<file path="src/rtl/ipi_pkg.sv">
// Package ipi_pkg: field layout of the per-core control and status words.
// Assumes 32-bit words; the field positions are part of the software contract.
package ipi_pkg;
    localparam int WORD_W    = 32;
    localparam int IDX_FLD_W = 14;
    localparam int PAYLOAD_W = 16;

    // Control word as written by a core.
    typedef struct packed {
        logic                 ack;
        logic                 gen;
        logic [IDX_FLD_W-1:0] dst;
        logic [PAYLOAD_W-1:0] payload;
    } ipi_ctrl_t;

    // Status word as seen by the receiving core.
    typedef struct packed {
        logic                 rsv;
        logic                 pend;
        logic [IDX_FLD_W-1:0] src;
        logic [PAYLOAD_W-1:0] payload;
    } ipi_stat_t;
endpackage

</file>
<file path="src/rtl/ipi_decode.sv">
// Module ipi_decode: turns one bus access into per-core strobes.
// Produces the control-store, message-delivery and acknowledge strobes,
// plus the read selection. Purely combinational. Assumes a single access per cycle.
module ipi_decode #(
    parameter int NUM_CORES = 1,
    parameter int IDX_W     = 1,
    parameter int ADDR_W    = 4
) (
    input  logic                           bus_sel,
    input  logic                           bus_wr,
    input  logic [ADDR_W-1:0]              bus_addr,
    input  logic [ipi_pkg::WORD_W-1:0]     bus_wdata,
    output logic [NUM_CORES-1:0]           ctrl_we,
    output logic [NUM_CORES-1:0]           gen_hit,
    output logic [NUM_CORES-1:0]           ack_hit,
    output logic [ipi_pkg::IDX_FLD_W-1:0]  msg_src,
    output logic [ipi_pkg::PAYLOAD_W-1:0]  msg_payload,
    output logic                           rd_en,
    output logic                           rd_stat,
    output logic [IDX_W-1:0]               rd_idx,
    output logic                           rd_ok
);
    import ipi_pkg::*;

    logic [IDX_W-1:0] core_idx;
    logic             reg_is_stat;
    logic             idx_ok;
    logic             wr_ctrl;
    logic             dst_ok;
    ipi_ctrl_t        cw;
    logic             unused_addr_lsb;

    // Split the address and the written word into their fields.
    always_comb begin
        core_idx    = bus_addr[ADDR_W-1:3];
        reg_is_stat = bus_addr[2];
        idx_ok      = {{(32-IDX_W){1'b0}}, core_idx} < NUM_CORES;
        cw          = ipi_ctrl_t'(bus_wdata);
        wr_ctrl     = bus_sel && bus_wr && !reg_is_stat && idx_ok;
        dst_ok      = {{(32-IDX_FLD_W){1'b0}}, cw.dst} < NUM_CORES;
        msg_src     = IDX_FLD_W'(core_idx);
        msg_payload = cw.payload;
        rd_en       = bus_sel && !bus_wr;
        rd_stat     = reg_is_stat;
        rd_idx      = core_idx;
        rd_ok       = idx_ok;
    end

    assign unused_addr_lsb = ^bus_addr[1:0];

    // One set of strobes per core slot.
    for (genvar i = 0; i < NUM_CORES; i++) begin : g_strobe
        localparam logic [IDX_W-1:0]     MY_IDX = IDX_W'(i);
        localparam logic [IDX_FLD_W-1:0] MY_DST = IDX_FLD_W'(i);
        assign ctrl_we[i] = wr_ctrl && (core_idx == MY_IDX);
        assign gen_hit[i] = wr_ctrl && cw.gen && dst_ok && (cw.dst == MY_DST);
        assign ack_hit[i] = wr_ctrl && cw.ack && (core_idx == MY_IDX);
    end
endmodule

</file>
<file path="src/rtl/ipi_slot.sv">
// Module ipi_slot: one core's control word, status word and interrupt level.
// A delivered message is applied first and an acknowledge second, so a
// self-addressed message with acknowledge ends not pending.
module ipi_slot (
    input  logic                          clk,
    input  logic                          rst_n,
    input  logic                          ctrl_we,
    input  logic [ipi_pkg::WORD_W-1:0]    wdata,
    input  logic                          gen_hit,
    input  logic [ipi_pkg::IDX_FLD_W-1:0] gen_src,
    input  logic [ipi_pkg::PAYLOAD_W-1:0] gen_payload,
    input  logic                          ack_hit,
    output logic [ipi_pkg::WORD_W-1:0]    ctrl_q,
    output logic [ipi_pkg::WORD_W-1:0]    stat_q,
    output logic                          irq
);
    import ipi_pkg::*;

    ipi_stat_t stat_r;
    ipi_stat_t stat_d;

    // Next status: message load, then acknowledge.
    always_comb begin
        stat_d = stat_r;
        if (gen_hit) begin
            stat_d.rsv     = 1'b0;
            stat_d.pend    = 1'b1;
            stat_d.src     = gen_src;
            stat_d.payload = gen_payload;
        end
        if (ack_hit) begin
            stat_d.pend = 1'b0;
        end
    end

    // Register the control word and the status word.
    always_ff @(posedge clk) begin
        if (!rst_n) begin
            ctrl_q <= '0;
            stat_r <= '0;
        end else begin
            if (ctrl_we) begin
                ctrl_q <= wdata;
            end
            stat_r <= stat_d;
        end
    end

    assign stat_q = stat_r;
    assign irq    = stat_r.pend;
endmodule

</file>
<file path="src/rtl/ipi_readmux.sv">
// Module ipi_readmux: registered read port over all cores' words.
// An index beyond the core count reads as zero. The data holds between reads.
module ipi_readmux #(
    parameter int NUM_CORES = 1,
    parameter int IDX_W     = 1
) (
    input  logic                                   clk,
    input  logic                                   rst_n,
    input  logic                                   rd_en,
    input  logic                                   rd_stat,
    input  logic [IDX_W-1:0]                       rd_idx,
    input  logic                                   rd_ok,
    input  logic [NUM_CORES-1:0][ipi_pkg::WORD_W-1:0] ctrl_all,
    input  logic [NUM_CORES-1:0][ipi_pkg::WORD_W-1:0] stat_all,
    output logic [ipi_pkg::WORD_W-1:0]             rdata
);
    import ipi_pkg::*;

    logic [WORD_W-1:0] pick;

    // Select the addressed word.
    always_comb begin
        pick = '0;
        for (int i = 0; i < NUM_CORES; i++) begin
            if (rd_ok && rd_idx == IDX_W'(i)) begin
                pick = rd_stat ? stat_all[i] : ctrl_all[i];
            end
        end
    end

    // Capture the selection on a read request.
    always_ff @(posedge clk) begin
        if (!rst_n) begin
            rdata <= '0;
        end else if (rd_en) begin
            rdata <= pick;
        end
    end
endmodule

</file>
<file path="src/rtl/ipi_ctrl.sv">
// Module ipi_ctrl: inter-processor interrupt controller, top level.
// Single-cycle register bus with one access per cycle and an 8-byte stride
// per core. Assumes a synchronous active-low reset.
module ipi_ctrl #(
    parameter int NUM_CORES = 1,
    localparam int IDX_W    = (NUM_CORES > 1) ? $clog2(NUM_CORES) : 1,
    localparam int ADDR_W   = IDX_W + 3
) (
    input  logic                 clk,
    input  logic                 rst_n,
    input  logic                 bus_sel,
    input  logic                 bus_wr,
    input  logic [ADDR_W-1:0]    bus_addr,
    input  logic [31:0]          bus_wdata,
    output logic [31:0]          bus_rdata,
    output logic [NUM_CORES-1:0] irq_o
);
    import ipi_pkg::*;

    logic [NUM_CORES-1:0]             ctrl_we;
    logic [NUM_CORES-1:0]             gen_hit;
    logic [NUM_CORES-1:0]             ack_hit;
    logic [IDX_FLD_W-1:0]             msg_src;
    logic [PAYLOAD_W-1:0]             msg_payload;
    logic                             rd_en;
    logic                             rd_stat;
    logic [IDX_W-1:0]                 rd_idx;
    logic                             rd_ok;
    logic [NUM_CORES-1:0][WORD_W-1:0] ctrl_all;
    logic [NUM_CORES-1:0][WORD_W-1:0] stat_all;

    ipi_decode #(
        .NUM_CORES (NUM_CORES),
        .IDX_W     (IDX_W),
        .ADDR_W    (ADDR_W)
    ) u_decode (
        .bus_sel     (bus_sel),
        .bus_wr      (bus_wr),
        .bus_addr    (bus_addr),
        .bus_wdata   (bus_wdata),
        .ctrl_we     (ctrl_we),
        .gen_hit     (gen_hit),
        .ack_hit     (ack_hit),
        .msg_src     (msg_src),
        .msg_payload (msg_payload),
        .rd_en       (rd_en),
        .rd_stat     (rd_stat),
        .rd_idx      (rd_idx),
        .rd_ok       (rd_ok)
    );

    for (genvar i = 0; i < NUM_CORES; i++) begin : g_slot
        ipi_slot u_slot (
            .clk         (clk),
            .rst_n       (rst_n),
            .ctrl_we     (ctrl_we[i]),
            .wdata       (bus_wdata),
            .gen_hit     (gen_hit[i]),
            .gen_src     (msg_src),
            .gen_payload (msg_payload),
            .ack_hit     (ack_hit[i]),
            .ctrl_q      (ctrl_all[i]),
            .stat_q      (stat_all[i]),
            .irq         (irq_o[i])
        );
    end

    ipi_readmux #(
        .NUM_CORES (NUM_CORES),
        .IDX_W     (IDX_W)
    ) u_readmux (
        .clk      (clk),
        .rst_n    (rst_n),
        .rd_en    (rd_en),
        .rd_stat  (rd_stat),
        .rd_idx   (rd_idx),
        .rd_ok    (rd_ok),
        .ctrl_all (ctrl_all),
        .stat_all (stat_all),
        .rdata    (bus_rdata)
    );
endmodule

</file>
<file path="config.mk">
export PLATFORM = sky130hd
export DESIGN_NAME = ipi_ctrl
export DESIGN_NICKNAME = d
export VERILOG_FILES = /design/src/rtl/ipi_pkg.sv /design/src/rtl/ipi_decode.sv /design/src/rtl/ipi_slot.sv /design/src/rtl/ipi_readmux.sv /design/src/rtl/ipi_ctrl.sv
export SDC_FILE = /design/constraint.sdc
export NUM_CORES = 1
export LEC_CHECK = 0
export BUFFER_PORTS_ARGS = -buffer_cell sky130_fd_sc_hd__buf_2
export CELL_PAD_IN_SITES_DETAIL_PLACEMENT = 0
export CELL_PAD_IN_SITES_GLOBAL_PLACEMENT = 1
export CORE_MARGIN = 1
export CORE_UTILIZATION = 41
export CTS_CLUSTER_DIAMETER = 80
export DETAILED_ROUTE_END_ITERATION = 6
export PLACE_DENSITY_LB_ADDON = 0.1
export SLEW_MARGIN = 20
export SYNTH_ARGS = -nofsm -noshare
export SYNTH_HDL_FRONTEND = slang
export SYNTH_HIERARCHICAL = 1
export SYNTH_SLANG_ARGS = --single-unit
</file>
<file path="constraint.sdc">
create_clock -name clk -period 1.6 [get_ports clk]
set_input_delay 0.4 -clock clk [delete_from_list [all_inputs] [get_ports clk]]
set_output_delay 0.4 -clock clk [all_outputs]
set_load 0.01 [all_outputs]
</file>
* After elaboration in Yosys (flattened, before gate mapping)
Index checks and enable logic that the tools add are counted.
** Word-level totals
- Bits in latches :: 0
- Logic and storage cells :: 26
- Memories kept :: 0
- ROM bits :: 0
- Bits in registers :: 82
- RAM bits :: 0
** Operators by class
- Reduce and logical (&&, ||, !) cells :: 15
- Shifts and indexed selects :: 0
- Order comparisons :: 2
- Muxes and demuxes :: 2
- Bitwise logic cells :: 2
- Multiply operators :: 0
- $add $sub $neg :: 0
- Equal/unequal tests :: 0
- Divide/modulo/power cells :: 0
** Operators with widths (number)
- 32-bit two-way mux :: 2
- 14-bit logical NOT :: 1
- 14-bit by 1-bit less-than comparator with 1-bit output (second input constant) :: 1
- 1-bit logical AND :: 11
- 1-bit logical NOT :: 2
- 1-bit NOT :: 2
- 2-bit OR reduction :: 1
- 1-bit less-than comparator (second input constant) :: 1

* Logic depth before layout (Yosys ltp)
- Depth after elaboration :: 6
- Depth in mapped cells :: 7
- Mapped depth without buffers :: 5

* Cells and area by module
Netlist, hierarchy kept.
** Modules (own cells, without submodules)
- ipi_slot :: sequential area each 1261.2 um2, instances 1, cells an instance 206, area an instance 2468.6 um2
- ipi_readmux :: sequential area each 640.6 um2, instances 1, cells an instance 109, area an instance 1564.0 um2
- ipi_decode :: sequential area each 0.0 um2, instances 1, cells an instance 44, area an instance 312.8 um2

* Least setup slack after synthesis
No wires, ideal clock.
- Path type :: input port to flip-flop
- From :: input bus_addr[3]
- To :: register g_slot[0].u_slot.stat_r (netlist bit g_slot[0].u_slot/stat_q[0])
- Cell stages on the path :: 7
- Library setup time :: 0.116 ns
- Data arrival time :: 1.393 ns
- Required time :: 1.484 ns
- Path slack :: 0.091 ns
- Cells stage by stage :: and4bb_2 -> nand3_1 -> nor2_1 -> buf_6 -> buf_12 -> mux2i_1 -> nor2b_1
** Between the ends
- Word-level cells in the longest chain between the ends :: 5
** RTL lines
- from (decl) :: line ipi_ctrl.sv:13 : input logic [ADDR_W-1:0] bus_addr,
- 1-bit less-than comparator :: line ipi_decode.sv:37 : idx_ok = {{(32-IDX_W){1'b0}}, core_idx} < NUM_CORES;
- 1-bit logical AND :: line ipi_decode.sv:39 : wr_ctrl = bus_sel && bus_wr && !reg_is_stat && idx_ok;
- 1-bit logical AND (3 in series) :: line ipi_decode.sv:56 : assign gen_hit[i] = wr_ctrl && cw.gen && dst_ok && (cw.dst == MY_DST);
- via gen_hit :: line ipi_ctrl.sv:21 : logic [NUM_CORES-1:0] gen_hit;
- to (signal assigned) :: line ipi_slot.sv:45 : stat_r <= stat_d;
- to (decl) :: line ipi_slot.sv:19 : ipi_stat_t stat_r;
The timed path passes the listed nets, and every way through them passes these cells.
A chain may end at the register's enable or synchronous reset.

==> impl_metrics.ini <==
[layout]
nets = 456
final.fill_count = 1006
antennaDiodeCount = 0
syn_to_final_growth_pct = 11.1
fin_cells = 557
final_area_um2 = 4830
finalCoreUtilization_pct = 47.0
drive_gt1_share_pct = 34.4

[pwr]
switching_share_pct = 23.8
p_int_mw = 3.13
leakage_nw = 1.82
vdd_drop_max_mv = 0.342
power_per_cell_area_nw_per_um2 = 851
comb_power_share_pct = 7.2
pwr-share-seq_pct = 58.1
power_frac_clock_pct = 34.7
power_switching_mw = 0.979

[routing]
drc = 0
vias = 2544
drt_wl_total_um = 8040
drt_pre_antenna_iters = 4
wl_per_cell_um = 14.4
drtAntennaViolNets = 0
vias_per_cell = 4.57
drt_iter0_drc = 59

[critical_path]
r2r_slack_ns = 0.91
crit_type = in -> reg
cpLargestDelayFamily = simple AND/OR/NAND/NOR gates
cp_max_fo = 17
slowest_delay_ns = 0.37
cp.arrival_ns = 1.68
r2r-end = u_readmux/rdata[20]
r2r-start = g_slot[0].u_slot/stat_q[20]
critPathLaunchType = input port
end_kind = flop
crit_slowest_cell = nor4b_1
cp.required_ns = 1.85
crit_chain = buf_2 > nor4b_1 > nand2_1 > nor2_4 > buf_12 > mux2i_1 > nor2b_1
r2r_cells = 2
critPathBufInv = 2

[die]
ioPinCount = 73
coreArea_um2 = 10300
die_x_um = 105
placement_rows = 37
die_area_um2 = 11000
die_h_um = 105
start_util_pct = 42.3

[sta]
fin_skew_ns = 0.00719
relSlewSlack_pct = 58.4
worst_pin_slew_ns = 0.624
maxSlewViolCount = 0
finalCritPeriodShare_pct = 89.5
max_clock_freq_mhz = 698
setup_viol = 0
timing.final.hold_violations = 0
timing.hold.ws_ns = 0.315
fin_crit_ns = 1.43
rsz0062_at_grt = false

[worst_hold_path]
worstHoldPathCells = 3
hold-path-endpoint = g_slot[0].u_slot/ctrl_q[28]
min_from = bus_wdata[28]
hp-class = in -> reg

[yosys]
synthFlopType = dfxtp_1
synth_edf_count = 0
synth_cell_type_count = 23
avgSynthCellArea_um2 = 12.1
synth_area_um2 = 4350
async_flop_share_pct = 0
synth-seq-cells = 95
yosysWarnings = 6
yosysSeqAreaShare_pct = 43.8
syn_inst = 359

[run]
maxCapViolations = 0

[global_route]
grt-ovfl-total = 0
grt_pass1_wl_um = 13200
grt_max_degree = 51
antenna_found_initial = 0
first_global_vias = 2496
grtUsageTotal_pct = 15.7

[cts]
root_buffer = clkbuf_8
ctsResizeCount = 0
path_clk_slew_ns = 0.09
numCtsBuffers = 9
cts_num_sinks = 95
clock_latency_ns = 0.35
cts_tree = yes
holdBufCountCts = 0
cts_max_level = 3
cts_setup_buffers = 0
clock_path_buffers = 2

[placement]
post_dp_cell_area_um2 = 4650
hpwlAfterDp_um = 5250
place.gp.congestion = 0.682
port_buffers = 70
dp.cells = 541

[status]
status = finished clean
==> worst register-to-register path, stage by stage, from the launching register on <==
cell	delay, ns
dfxtp_1	0.32
mux2i_1	0.20
o2bb2ai_2	0.07
==> routing by layer <==
metal	GRT usage, %	vias to the layer above	wire length (um)
met1	20.6	1186	3850
met4	6.34	0	104
li1	-	1303	-
met3	3.93	8	329
met5	0	-	0
met2	24.6	47	3750
==> cells in the mapped netlist (2+ instances only) <==
master     count  share of area, %
dfxtp_1       95                44
mux2i_1       94                22
nor2b_1       64               9.2
buf_4         35               6.0
o2bb2ai_2     30                10
buf_6         11               2.9
buf_12         6               2.8
clkbuf_1       5              0.43
buf_2          2              0.23
conb_1         2              0.17
nor4_1         2              0.29
o2bb2ai_1      2              0.40
==> layout make-up <==
cell class | count | area [um2] | share of cell area (%)
multi-input cells | 216 | 1980 | 41.0
flip-flops and latches | 95 | 1900 | 39.4
repair buffers | 93 | 598 | 12.4
well taps | 136 | 170 | 3.52
clock buffers | 11 | 141 | 2.93
clock inverters | 5 | 33.8 | 0.700
inverters | 1 | 3.75 | 0.0777
==> placed cells by master (no fill, tap or decap) <==
master,n
nand2_1,1
inv_1,1
nor2_4,1
clkinvlp_4,2
nor2_2,1
clkbuf_8,10
o2bb2ai_1,2
nor4_1,1
nor4_2,1
nand3_1,1
nand4b_4,1
clkbuf_1,1
nor2b_4,1
mux2i_1,94
clkinv_4,1
and4bb_2,1
and2_2,1
buf_2,70
buf_4,17
o2bb2ai_2,30
nor3b_1,1
conb_1,14
dfxtp_1,95
nor3_1,1
nor2b_1,63
clkinv_2,2
nor4b_1,1
buf_12,6
==> kinds of logic (layout without fill, tap and decap cells) <==
logic type / Yosys count / count (layout) / share of synthesized area [%]
other cells: 2 / 14 / 0.173
mux: 94 / 94 / 21.7
flops: 95 / 95 / 43.8
buf+inv: 60 / 110 / 12.4
simple gates: 76 / 76 / 11.2
compound gates: 32 / 32 / 10.8
==> registers in the layout, indices dropped and copies added, names as in the netlist <==
| signal | cells |
|---|---|
| g_slot.u_slot/ctrl_q | 32 |
| g_slot.u_slot/irq | 1 |
| g_slot.u_slot/stat_q | 30 |
| u_readmux/rdata | 32 |
==> power groups by stage <==
stage	sequential [mW]	combinational (mW)	clock, mW
floorplan	2.44	0.241	0
global route	2.39	0.323	1.63
CTS	2.39	0.302	1.51
global placement	2.44	0.300	0
finish	2.39	0.297	1.43
detailed placement	2.44	0.302	0
==> how the worst max path moves through the flow <==
stage	slack, ns	start	end	depth (start not counted)
finish	0.17	bus_wdata[26]	g_slot[0].u_slot/stat_q[20]	7
global route	0.04	bus_wdata[26]	g_slot[0].u_slot/stat_q[20]	7
CTS	0.12	bus_wdata[22]	g_slot[0].u_slot/stat_q[21]	7
detailed placement	-0.27	bus_wdata[22]	g_slot[0].u_slot/stat_q[20]	7
global placement	-0.25	bus_wdata[22]	g_slot[0].u_slot/stat_q[12]	7
floorplan	0.09	bus_addr[3]	g_slot[0].u_slot/stat_q[0]	7
==> through the flow <==
stage                     power [mW]  setup TNS [ns]  setup WS, ns
after floorplan                 2.68               0        0.0909
after global placement          2.74           -7.28        -0.251
after detailed placement        2.75           -7.76        -0.272
after CTS                       4.20               0         0.122
after global routing            4.35               0        0.0368
final                           4.11               0         0.168
No activity file was read; power rests on OpenSTA's default activity.
